`config.mk`:
```
export PLATFORM = sky130hd
export DESIGN_NAME = mv_uart_rx
export DESIGN_NICKNAME = d
export VERILOG_FILES = /design/src/rtl/mv_uart_rx.sv
export SDC_FILE = /design/constraint.sdc
export NUM_CORES = 1
export LEC_CHECK = 0
export ABC_AREA = 1
export BUFFER_PORTS_ARGS = -buffer_cell sky130_fd_sc_hd__buf_2
export CORE_MARGIN = 2
export CORE_UTILIZATION = 40
export CTS_CLUSTER_SIZE = 12
export DETAILED_ROUTE_END_ITERATION = 12
export GPL_TIMING_DRIVEN = 0
export PLACE_DENSITY_LB_ADDON = 0.08
export SLEW_MARGIN = 20
export SYNTH_ARGS = -nofsm -noshare
export SYNTH_HDL_FRONTEND = slang
export SYNTH_SLANG_ARGS = --single-unit
```
`constraint.sdc`:
```
create_clock -name clk -period 5.4 [get_ports clk]
set_input_delay 0.27 -clock clk [delete_from_list [all_inputs] [get_ports clk]]
set_output_delay 0.27 -clock clk [all_outputs]
set_load 0.1 [all_outputs]
```
`src/rtl/mv_uart_rx.sv`:
```
module mv_uart_rx #(
  parameter int DW  = 8,
  parameter int NW  = 8,
  parameter int PSW = 5
) (
  input  logic          clk,
  input  logic          rst_n,
  input  logic          cfg_slow,
  input  logic [NW-1:0] cfg_div,
  input  logic          cfg_wake_en,
  input  logic          cfg_par_en,
  input  logic          cfg_par_odd,
  input  logic          rx_in,
  output logic          out_valid,
  output logic [DW-1:0] out_data,
  output logic          out_wake,
  output logic          out_par_err,
  output logic          out_frm_err
);

  localparam int BCW = (DW > 1) ? $clog2(DW) : 1;
  localparam logic [PSW-1:0] PRE_FAST = PSW'(1);
  localparam logic [PSW-1:0] PRE_SLOW = PSW'(31);

  typedef enum logic [2:0] {S_IDLE, S_START, S_DATA, S_WAKE, S_PAR, S_STOP, S_WAITHI} st_t;

  st_t            state;
  logic           rx_m, rx_s;
  logic [PSW-1:0] pre_cnt;
  logic [NW-1:0]  div_cnt;
  logic [3:0]     tcnt;
  logic [BCW-1:0] bcnt;
  logic [DW-1:0]  shreg;
  logic           s0, s1, wake_r, perr_r;

  logic [PSW-1:0] pre_lim;
  logic           pre_tick, tick16, vote;
  logic           at_vote, at_end;

  assign pre_lim  = cfg_slow ? PRE_SLOW : PRE_FAST;
  assign pre_tick = (pre_cnt >= pre_lim);
  assign tick16   = pre_tick && (div_cnt >= cfg_div);
  assign vote     = (s0 & s1) | (s0 & rx_s) | (s1 & rx_s);
  assign at_vote  = tick16 && (tcnt == 4'd9);
  assign at_end   = tick16 && (tcnt == 4'd15);

  // two-stage synchronizer
  always_ff @(posedge clk or negedge rst_n) begin
    if (!rst_n) begin
      rx_m <= 1'b1;
      rx_s <= 1'b1;
    end else begin
      rx_m <= rx_in;
      rx_s <= rx_m;
    end
  end

  // prescaler and divider
  always_ff @(posedge clk or negedge rst_n) begin
    if (!rst_n) begin
      pre_cnt <= '0;
      div_cnt <= '0;
    end else begin
      pre_cnt <= pre_tick ? '0 : pre_cnt + 1'b1;
      if (pre_tick) div_cnt <= (div_cnt >= cfg_div) ? '0 : div_cnt + 1'b1;
    end
  end

  always_ff @(posedge clk or negedge rst_n) begin
    if (!rst_n) begin
      state       <= S_IDLE;
      tcnt        <= '0;
      bcnt        <= '0;
      shreg       <= '0;
      s0          <= 1'b1;
      s1          <= 1'b1;
      wake_r      <= 1'b0;
      perr_r      <= 1'b0;
      out_valid   <= 1'b0;
      out_data    <= '0;
      out_wake    <= 1'b0;
      out_par_err <= 1'b0;
      out_frm_err <= 1'b0;
    end else begin
      out_valid <= 1'b0;
      if (tick16 && state != S_IDLE && state != S_WAITHI) begin
        tcnt <= tcnt + 1'b1;
        if (tcnt == 4'd7) s0 <= rx_s;
        if (tcnt == 4'd8) s1 <= rx_s;
      end
      case (state)
        S_IDLE: if (tick16 && !rx_s) begin
          state  <= S_START;
          tcnt   <= 4'd1;
          wake_r <= 1'b0;
          perr_r <= 1'b0;
        end
        S_START: begin
          if (at_vote && vote) state <= S_IDLE;
          else if (at_end) begin
            state <= S_DATA;
            bcnt  <= '0;
          end
        end
        S_DATA: begin
          if (at_vote) shreg <= {vote, shreg[DW-1:1]};
          if (at_end) begin
            if (bcnt == BCW'(DW-1))
              state <= cfg_wake_en ? S_WAKE : (cfg_par_en ? S_PAR : S_STOP);
            else
              bcnt <= bcnt + 1'b1;
          end
        end
        S_WAKE: begin
          if (at_vote) wake_r <= vote;
          if (at_end) state <= cfg_par_en ? S_PAR : S_STOP;
        end
        S_PAR: begin
          if (at_vote) perr_r <= vote ^ (^shreg) ^ cfg_par_odd;
          if (at_end) state <= S_STOP;
        end
        S_STOP: if (at_vote) begin
          out_valid   <= 1'b1;
          out_data    <= shreg;
          out_wake    <= cfg_wake_en & wake_r;
          out_par_err <= cfg_par_en & perr_r;
          out_frm_err <= ~vote;
          state       <= vote ? S_IDLE : S_WAITHI;
        end
        S_WAITHI: if (rx_s) state <= S_IDLE;
        default: state <= S_IDLE;
      endcase
    end
  end

  assert_tick_gap_R1: assert property (@(posedge clk) disable iff (!rst_n)
    tick16 |=> !tick16);
  assert_glitch_idle_R3: assert property (@(posedge clk) disable iff (!rst_n)
    (state == S_START && at_vote && vote) |=> (state == S_IDLE));
  assert_no_wake_off_R5: assert property (@(posedge clk) disable iff (!rst_n)
    (out_valid && !cfg_wake_en) |-> !out_wake);
  assert_no_perr_off_R6: assert property (@(posedge clk) disable iff (!rst_n)
    (out_valid && !cfg_par_en) |-> !out_par_err);
  assert_ferr_wait_R7: assert property (@(posedge clk) disable iff (!rst_n)
    (out_valid && out_frm_err) |-> (state == S_WAITHI));
  assert_single_pulse_R8: assert property (@(posedge clk) disable iff (!rst_n)
    out_valid |=> !out_valid);

endmodule

```
# Yosys cells after proc, flatten, opt, wreduce, memory -nomap -nowiden
# Cells that the tools add are included.
[word_totals] register_bits=49 output_inout_bits=12
[op_classes] addsub=4 n_lt_le_gt_ge=2 eq_ne=25 muxes=31 bitwise_logic=10 n_reduce_logical=22
[ops] cell="$mux 3" n=15
[ops] cell="$ne 2x2->1 const B" n=12
[ops] cell="$pmux 3 s7" n=1
[ops] cell="$eq 3x3->1 const B" n=4
[ops] cell="$eq 4x4->1 const B" n=3
[ops] cell="$mux 4" n=3
[ops] cell="$mux 5" n=2
[ops] cell="$add 8x1->8 const B" n=1
[ops] cell="$ge 8x8->1" n=1
[ops] cell="$mux 8" n=1
[ops] cell="$reduce_and 2->1" n=4
[ops] cell="$reduce_and 8->1" n=1
[ops] cell="$reduce_xor 8->1" n=1
[ops] cell="$logic_and 1x1->1" n=7
[ops] cell="$eq 3x2->1 const B" n=2
[ops] cell="$mux 1" n=6
[ops] cell="$ne 3x3->1 const B" n=2
[ops] cell="$pmux 3 s2" n=1
[ops] cell="$reduce_and 3->1" n=2
[ops] cell="$reduce_bool 2->1" n=3
[ops] cell="$add 5x1->5 const B" n=1
[ops] cell="$and 1x1->1" n=5
[ops] cell="$ge 5x5->1" n=1
[ops] cell="$reduce_and 5->1" n=1
[ops] cell="11 further kinds" n=14

# Depth between registers and ports, before layout
[depth] depth_word=8 depth_mapped=16

# Worst setup path before layout
# OpenSTA, ideal clock, no wires.
[synth_path] path_type="reg-to-reg" from="register div_cnt[6]" to="register out_data[0]" setup_ns=0.125 t_arrival_ns=1.724 required_time_ns=5.275 setup_slack_ns=3.550 path_stages_with_launch=9 n_path_buf=0 synth_period_minus_slack_ns=1.850 path_cell_list="dfrtp_1 ha_1 nand2_1 nor2_2 nand4_1 nand3_2 nand3_4 nor2_8 mux2_2"
[synth_via] elab_chain_len=4
[synth_rtl] element="start: declaration" line="30" text="logic [NW-1:0] div_cnt;"
[synth_rtl] element="start signal: assignment" line="65" text="if (pre_tick) div_cnt <= (div_cnt >= cfg_div) ? '0 : div_cnt + 1'b1;"
[synth_rtl] element="$ge 8x8->1" line="42" text="assign tick16 = pre_tick && (div_cnt >= cfg_div);"
[synth_rtl] element="$logic_and 1x1->1" line="42"
[synth_rtl] element="$logic_and 1x1->1" line="44" text="assign at_vote = tick16 && (tcnt == 4'd9);"
[synth_rtl] element="$reduce_and 2->1 (no line)"
[synth_rtl] element="end signal: assignment" line="124" text="out_data <= shreg;"
[synth_rtl] element="end: declaration" line="15" text="output logic [DW-1:0] out_data,"
# No other way between the ends.
# A chain may end at the register's enable or synchronous reset.

# Final worst setup path
[layout_path] from="register div_cnt[7]" to="register out_data[0]"
# Same word-level chain as after synthesis.

==> flow_summary_export.csv <==
group,metric,value,unit
setup_path,critPathBufInv,0,
clock_network,clk_pin_slew,0.09,ns
setup_path,cp-startpoint,"div_cnt[7]$_DFFE_PN0N_",
setup_path,worstReg2RegStart,"div_cnt[7]$_DFFE_PN0N_",
global_routing,overflow,0,
floorplanning,pin_count,27,
clock_network,cts_resized,0,
synthesis,synth_fa_ha_area_frac,0.0859,
timing,worstMarginPinSlew,0.624,ns
timing,grt_setup_unrepaired,"false",
run_status,violations,"negative hold slack",
clock_network,worstSkewPairLatency,0.31,ns
floorplanning,fp-row-count,30,
synthesis,netlist.area_leader.share,0.407,
finish,drive_above_1_share,0.191,
timing,skew,0.00876,ns
timing,fin_crit,2.08,ns
setup_path,worstReg2RegEnd,"out_data[0]$_DFFE_PN0P_",
placed_design,dp_hpwl,3700,um
synthesis,avgSynthCellArea,8.73,um2
route,drt-met1-wl,2370,um
setup_path,path_cells,"ha_1 -> nand2_1 -> nor2_2 -> nand4_1 -> nand3_2 -> nand3_4 -> nor2_8 -> mux2_2",
route,avgRoutedWirePerCell,11.7,um
synthesis,synth.ff_latch_count,49,
synthesis,synth_compound_area_frac,0.0913,
power_and_ir_drop,power.density,367,mW/mm2
synthesis,synthDistinctLibCells,35,
timing,whs,-0.0226,ns
floorplanning,die_x,87.2,um
route,wl_met2,2380,um
setup_path,cp-end-kind,"register",
power_and_ir_drop,power_leakage,0.00168,uW
floorplanning,initial_utilization,0.410,
setup_path,cp-endpoint,"out_data[0]$_DFFE_PN0P_",
timing,drv_slew,0,
route,highest-signal-layer,"met4",
clock_network,post_cts_buffers,0,
setup_path,cp_slowest_cell,"dfrtp_1",
clock_network,cts_max_path_buffers,2,
setup_path,rr_worst_depth,8,
synthesis,muxShareOfSynthArea,0.0244,
synthesis,synth_nets,351,
setup_path,cp_top_family,"simple AND/OR/NAND/NOR gates",
route,drtIter0Drc,80,
setup_path,r2r_slack,3.32,ns
route,wirelength,5030,um
timing,hold_viol,45,
global_routing,grt_pass1_vias,2046,
setup_path,cp_data_required_time,5.59,ns
global_routing,grt_first_pass_wirelength,9180,um
setup_path,cp.arrival,2.28,ns
power_and_ir_drop,peakVddDrop,0.000115,V
synthesis,synth-xor-area-share,0.0380,
global_routing,antenna_found_initial,0,
placed_design,place_congestion,0.819,
floorplanning,die_h,87.2,um
clock_network,cts_tree,"yes",
floorplanning,coreArea,0.00676,mm2
synthesis,synth_flop_cell,"dfrtp_1",
finish,layout.nets,384,
route,wl_met3,206,um
timing,tns,0,ns
clock_network,cts_sinks,49,
synthesis,seq_area_frac_synth,0.445,
timing,slew_headroom,0.584,
synthesis,yosys.area.top_type,"dfrtp_1",
timing,finalSetupViolCount,0,
route,antenna_left,0,
placed_design,dp_slack,3.31,ns
flow_run,drv_cap,0,
finish,layout_commonest_cell,"nand2_1",
worst_hold_path,hp-class,"input port to async pin",
route,drt_drc_violations_left,0,
setup_path,slowest_delay,0.41,ns
run_status,status,"finished with violations",
finish,area_growth,11.5,%
placed_design,io_buffers,26,
finish,final_cell_mix,"nand2_1, inv_1, dfrtp_1, nor2_1, buf_2",
synthesis,synth.area.top_cells,"dfrtp_1, nand2_1, ha_1",
synthesis,yosysWarnings,0,
setup_path,crit_type,"register to register",
global_routing,grt_max_degree,50,
timing,max_freq,0.480,GHz
timing,post-route-period-util,0.386,
synthesis,synth_area,0.00277,mm2
floorplanning,dieArea,0.00760,mm2
synthesis,synthArstFlopShare,1.00,
clock_network,cts_root_buffer,"clkbuf_8",
setup_path,critPathMaxFanout,8,
timing,worst_slack,3.32,ns
setup_path,startpoint_type,"register",
synthesis,yosys.area_share.simple,0.234,
route,via_count,2064,
setup_path,path_depth,8,
synthesis,syn-instance-count,317,
clock_network,numCtsBuffers,5,
route,firstDrtPassIters,4,
clock_network,ctsHtreeMaxLevel,2,
global_routing,grt_usage,0.152,
synthesis,synth_top_family_by_area,"simple AND/OR/NAND/NOR gates",
clock_network,cts-hold-fix-buffers,0,
finish,diodes,0,
route,avgViaCountPerCell,4.79,
synthesis,synth_edf_count,0,
==> synthesized netlist by cell type, types with 2 or more instances <==
cell      count
dfstp_2       4
o21ai_0      19
a21oi_1       9
o21bai_1      2
nor3_2        2
nand3_1      16
mux2_2        6
nor2_4        2
inv_2         3
nor3_1        3
nand3_2       2
buf_6         2
o21a_1        6
nand4_1       5
and3_1        2
nor2_2        2
dfrtp_1      45
xnor2_1       8
nand2_2       4
nand2_1      68
inv_1        46
nor2_1       26
o22ai_1       2
ha_1         19
xor2_1        4
==> state kept, by name, summed over array words and instances (netlist names) <==
register     cells
wake_r           1
rx_m             1
out_frm_err      1
out_par_err      1
bcnt             3
out_valid        1
perr_r           1
s1               1
div_cnt          8
s0               1
pre_cnt          5
out_data         8
state            3
out_wake         1
rx_s             1
shreg            8
tcnt             4
==> worst min-delay path by stage <==
stage,endpoint,cells after the start,startpoint
6_report,state[1]$_DFFE_PN0P_,1,rst_n
5_1_grt,out_data[0]$_DFFE_PN0P_,1,rst_n
4_1_cts,shreg[2]$_DFFE_PN0P_,1,rst_n
3_5_place_dp,out_data[0]$_DFFE_PN0P_,1,rst_n
3_3_place_gp,rx_s$_DFF_PN1_,0,rx_m$_DFF_PN1_
2_1_floorplan,bcnt[0]$_DFFE_PN0P_,0,rst_n
==> area by class of cell <==
type | count | area (um2)
buffer | 3 | 42.5
clock buffer | 5 | 68.8
tap | 80 | 100
sequential | 49 | 1230
clock inverter | 3 | 17.5
inverter | 49 | 184
timing repair buffer | 26 | 133
multi-input combinational | 216 | 1310
fill | 678 | 3670
==> metal layers <==
metal	up-vias	global-route usage
met3	7	0.0351
met1	949	0.199
met4	0	0.0462
met5	-	0
met2	31	0.252
li1	1077	-
==> power breakdown <==
part	internal [uW]	switching, uW
clock	89.6	126
combinational	156	255
sequential	437	69.2
total	682	450
==> worst register-to-register path, stage by stage, from the launching register on <==
cell and delay, ns:
dfrtp_1 0.41, ha_1 0.30, nand2_1 0.08, nor2_2 0.14, nand4_1 0.10, nand3_2 0.18
nand3_4 0.18, nor2_8 0.21, mux2_2 0.36
==> stage by stage <==
| stage | total power [uW] | hold slack [ns] | instance area (um2) | utilization | cells |
|---|---|---|---|---|---|
| final | 1130 | -0.0226 | 3090 | 0.457 | 431 |
| after floorplan | 835 | -0.0256 | 2770 | - | 317 |
| after global routing | 1250 | 0.0318 | 3090 | 0.457 | 431 |
| after global placement | 923 | 0.347 | 3000 | 0.444 | 423 |
| after CTS | 1150 | 0.00987 | 3090 | 0.457 | 431 |
| after detailed placement | 927 | 0.347 | 3000 | 0.444 | 423 |
==> kinds of logic after synthesis <==
kind of cell | after synthesis
AO/OA/AOI/OAI | 43
XOR/XNOR | 12
adder cells (fa/ha/maj) | 19
buffers and inverters | 52
flip-flops | 49
multiplexers | 6
AND/OR/NAND/NOR | 136
Note: power is estimated with default switching activity, not from simulation.
